--- src/rtl/sidx_pkg.sv ---
package sidx_pkg;
  localparam int XLEN       = 64;
  localparam int NARROW_W   = 32;
  localparam int REG_W      = 5;
  localparam int SCALE_W    = 2;
  localparam logic [6:0] OPC_IDX   = 7'b0001011;
  localparam logic [2:0] F3_LOAD   = 3'b110;
  localparam logic [2:0] F3_STORE  = 3'b111;

  typedef enum logic [1:0] {SZ_BYTE, SZ_HALF, SZ_WORD, SZ_DBL} acc_size_e;

  typedef struct packed {
    logic             ok;
    logic             st;
    logic             sgn;
    acc_size_e        size;
    logic             zext;
    logic [SCALE_W-1:0] sc;
    logic [REG_W-1:0] rd;
    logic [REG_W-1:0] rb;
    logic [REG_W-1:0] rx;
    logic [REG_W-1:0] rv;
  } dec_s;

  function automatic logic [XLEN-1:0] widen_index(input logic [XLEN-1:0] idx,
                                                  input logic zext);
    return zext ? {{(XLEN-NARROW_W){1'b0}}, idx[NARROW_W-1:0]} : idx;
  endfunction

  function automatic logic [XLEN-1:0] eff_addr(input logic [XLEN-1:0] base,
                                               input logic [XLEN-1:0] idx,
                                               input logic zext,
                                               input logic [SCALE_W-1:0] sc);
    return base + (widen_index(idx, zext) << sc);
  endfunction
endpackage

--- src/rtl/sidx_decode.sv ---
module sidx_decode
  import sidx_pkg::*;
(
  input  logic [31:0] instr_i,
  output dec_s        dec_o,
  output logic        ld_hit_o,
  output logic        st_hit_o
);
  logic major_ok;
  logic ld_ok;
  logic st_ok;

  always_comb begin
    major_ok = (instr_i[6:0] == OPC_IDX);
    ld_hit_o = major_ok && (instr_i[14:12] == F3_LOAD);
    st_hit_o = major_ok && (instr_i[14:12] == F3_STORE);
    ld_ok    = ld_hit_o && !instr_i[23] && (instr_i[22:20] != 3'd7);
    st_ok    = st_hit_o && !instr_i[10] && !instr_i[9];
  end

  always_comb begin
    dec_o = '0;
    if (ld_ok) begin
      dec_o.ok   = 1'b1;
      dec_o.st   = 1'b0;
      dec_o.size = acc_size_e'(instr_i[21:20]);
      dec_o.sgn  = !instr_i[22] && (instr_i[21:20] != 2'b11);
      dec_o.zext = instr_i[24];
      dec_o.sc   = instr_i[26:25];
      dec_o.rd   = instr_i[11:7];
      dec_o.rb   = instr_i[19:15];
      dec_o.rx   = instr_i[31:27];
    end else if (st_ok) begin
      dec_o.ok   = 1'b1;
      dec_o.st   = 1'b1;
      dec_o.size = acc_size_e'(instr_i[8:7]);
      dec_o.zext = instr_i[11];
      dec_o.sc   = instr_i[26:25];
      dec_o.rv   = instr_i[24:20];
      dec_o.rb   = instr_i[19:15];
      dec_o.rx   = instr_i[31:27];
    end
  end
endmodule

--- src/rtl/sidx_agu.sv ---
module sidx_agu
  import sidx_pkg::*;
(
  input  logic [XLEN-1:0]    base_i,
  input  logic [XLEN-1:0]    index_i,
  input  logic               zext_i,
  input  logic [SCALE_W-1:0] sc_i,
  output logic [XLEN-1:0]    addr_o
);
  always_comb addr_o = eff_addr(base_i, index_i, zext_i, sc_i);
endmodule

--- src/rtl/sidx_stage.sv ---
module sidx_stage #(
  parameter int W = 64
) (
  input  logic         clk,
  input  logic         rst_n,
  input  logic         en_i,
  input  logic [W-1:0] d_i,
  output logic [W-1:0] q_o,
  output logic         en_q_o
);
  always_ff @(posedge clk or negedge rst_n) begin
    if (!rst_n) begin
      q_o    <= '0;
      en_q_o <= 1'b0;
    end else begin
      en_q_o <= en_i;
      if (en_i) q_o <= d_i;
    end
  end
endmodule

--- src/rtl/sidx_lsu_unit.sv ---
module sidx_lsu_unit
  import sidx_pkg::*;
(
  input  logic            clk,
  input  logic            rst_n,
  input  logic [31:0]     instr_i,
  input  logic [63:0]     base_i,
  input  logic [63:0]     index_i,
  output logic            valid_o,
  output logic            is_store_o,
  output logic            sign_ext_o,
  output logic [1:0]      size_o,
  output logic [4:0]      rd_o,
  output logic [4:0]      rs1_o,
  output logic [4:0]      rs2_o,
  output logic [4:0]      rs3_o,
  output logic [63:0]     addr_o,
  output logic [63:0]     addr_q_o,
  output logic            valid_q_o
);
  dec_s        dec;
  logic        ld_hit;
  logic        st_hit;
  logic [63:0] ea;

  sidx_decode u_dec (
    .instr_i  (instr_i),
    .dec_o    (dec),
    .ld_hit_o (ld_hit),
    .st_hit_o (st_hit)
  );

  sidx_agu u_agu (
    .base_i  (base_i),
    .index_i (index_i),
    .zext_i  (dec.zext),
    .sc_i    (dec.sc),
    .addr_o  (ea)
  );

  sidx_stage #(.W(XLEN)) u_stage (
    .clk    (clk),
    .rst_n  (rst_n),
    .en_i   (dec.ok),
    .d_i    (ea),
    .q_o    (addr_q_o),
    .en_q_o (valid_q_o)
  );

  always_comb begin
    valid_o    = dec.ok;
    is_store_o = dec.st;
    sign_ext_o = dec.sgn;
    size_o     = dec.size;
    rd_o       = dec.rd;
    rs1_o      = dec.rb;
    rs2_o      = dec.rv;
    rs3_o      = dec.rx;
    addr_o     = ea;
  end
endmodule

--- config.mk ---
export PLATFORM = sky130hd
export DESIGN_NAME = sidx_lsu_unit
export DESIGN_NICKNAME = d
export VERILOG_FILES = /design/src/rtl/sidx_pkg.sv /design/src/rtl/sidx_decode.sv /design/src/rtl/sidx_agu.sv /design/src/rtl/sidx_stage.sv /design/src/rtl/sidx_lsu_unit.sv
export SDC_FILE = /design/constraint.sdc
export NUM_CORES = 1
export LEC_CHECK = 0
export ABC_AREA = 0
export BUFFER_PORTS_ARGS = -buffer_cell sky130_fd_sc_hd__buf_2
export CORE_MARGIN = 2
export CORE_UTILIZATION = 55
export CTS_CLUSTER_DIAMETER = 50
export DETAILED_ROUTE_END_ITERATION = 10
export PLACE_DENSITY = 0.85
export SLEW_MARGIN = 20
export SYNTH_ARGS = -nofsm -noshare
export SYNTH_HDL_FRONTEND = slang
export SYNTH_HIERARCHICAL = 1
export SYNTH_SLANG_ARGS = --single-unit
--- constraint.sdc ---
create_clock -name clk -period 17.3 [get_ports clk]
set_input_delay 0.865 -clock clk [delete_from_list [all_inputs] [get_ports clk]]
set_output_delay 0.865 -clock clk [all_outputs]
set_load 0.02 [all_outputs]
==> metrics <==
outcome=finished, final reports clean; DR WL/cell=19.3 µm; critical path buffer and inverter count=5; # H-tree levels=3; CP peak stage delay=700 ps; CP cell instances=buf_2, a311o_2, a2111oi_4, buf_4, buf_4, and2_4, buf_4, mux4_2, nor2b_1, ha_1, a21oi_1, o21bai_1, a21o_1, a221oi_1, o21ai_0, a21o_1, a211oi_1, o21bai_1, a31oi_1, xnor2_1, buf_2; area grow syn2layout=22.2%; Metal-1 WL=10.1 mm; CTS root buf=clkbuf_16; Clock Latency Late Sink=340 ps; YS warnings=6; highest-delay cell along the critical path=buf_4; largest net degree at the start of global routing=66; skew final=0 ps; RSZ-0062 raised after global routing=false; Reg area=1630 µm²; Post-Route WL=25.2 mm; Top Ports=316; DRC violations left=0; share of cells above drive strength 1=43.8%; hold crit path type=flop to flop; Post-CTS Setup Inserts=0; Final min period=8570 ps; most frequent CP cell=buf_4; Final Hold Viols=0; worst hold slack=504 ps; GRT Residual Overflow=0; startpoint types=input pin; clk slew on worst S/H paths=60 ps; CP delay by family, top=compound AO/OA/AOI/OAI gates; HPWL after detailed placement=20.2 mm; crit share post-route=49.5%; post-synthesis instance total=825; fmax=117 MHz; vias in the first global route=7,851; final setup fails=0; hold-fix buffers at CTS=0; Rows=45; commonest non-fill, non-tap cells in the layout=buf_2, a21oi_1, dfrtp_1; Lkg Pwr=4.97 nW; CP required=16,430 ps; met3 WL post-DR=2.04 mm; Die Y=127 µm; DRT antenna net count=0; vias per cell=6.24; Layout Nets=1,335; crit-path max FO=46; CORE AREA=15,000 µm²; Final Max Tran Viols=0; most common cell after layout, fill and taps aside=buf_2; total number of vias=8,160; crit path kind=input pin to output pin; Worst Max-Slew Pin Slew=860 ps; clock buffer depth=2; Power Density=64.0 nW/µm²; post-CTS resize count=0; DRT Pass-1 Iters=5; first-pass GRT wire length=39.3 mm; Post-Synthesis Mean Instance Area=10.1 µm²; Iteration-0 DRC Markers=934; total of max-cap violations=0; Fin Setup TNS=0 ps; Starting Density=55.6%; clk sinks=65; CTS buffer count=9; number of port buffers=315; initial antenna violation count=6; placer congestion estimate=1.04; top layer in use=met4; CTS tree=done; Die Span X=127 µm; CP Capture Type=output pin; syn_nets=1,052; filler instances=1,135; CP arrival=7710 ps; die area=16,200 µm²; Mapped Area=8350 µm²; Global Route Usage Sum=30.4%; DR WL met2=11.9 mm; multi-input logic area=6350 µm²; Peak VDD IR=0.0000447 V; relative slew slack=42.7%
-- final timing paths --
path	from	to	slack (ps)	cells past startpoint
max in group asynchronous	rst_n	u_stage/q_o[39]	16020	2
max	instr_i[22]	addr_o[60]	8730	21
max reg2reg	u_stage/q_o[57]	u_stage/q_o[57]	16510	1
min in group asynchronous	rst_n	u_stage/q_o[15]	710	2
min	u_stage/q_o[61]	u_stage/q_o[61]	500	1
min reg2reg	u_stage/q_o[61]	u_stage/q_o[61]	500	1
-- cell type report --
| class | count | area share, % |
|---|---|---|
| diodes | 6 | 0.147 |
| clock buffers | 11 | 2.38 |
| clock inverters | 5 | 0.539 |
| inverters | 16 | 0.588 |
| multi-input cells | 695 | 62.2 |
| flip-flops and latches | 65 | 15.9 |
| well taps | 188 | 2.30 |
| repair buffers | 321 | 15.9 |
-- registers in the layout, indices dropped and copies added, names as in the netlist --
name / count
u_stage/en_q_o: 1
u_stage/q_o: 64
-- through the flow --
stage          cells  util [%]  cell area (µm²)  worst slack (ps)  total power, mW
6_report        1307      67.9            10200              8730            0.654
4_1_cts         1301      67.8            10200              8770            0.652
3_5_place_dp    1285      65.8             9900              8920            0.462
2_1_floorplan    825         -             8350             10250            0.362
5_1_grt         1306      67.9            10200              8330            0.685
3_3_place_gp    1285      65.8             9900              9070            0.457
-- per-layer routing --
metal / vias up / track usage, %
li1: 3715 / -
met1: 3790 / 38.1
met2: 549 / 51.2
met3: 106 / 4.48
met4: 0 / 16.0
met5: - / 0
-- power by group --
| group | switching, mW | total (mW) | internal, mW |
|---|---|---|---|
| combinational | 0.190 | 0.308 | 0.118 |
| sequential | 0.00205 | 0.158 | 0.156 |
| clock | 0.0731 | 0.188 | 0.115 |
No activity file was read; power rests on OpenSTA's default activity.
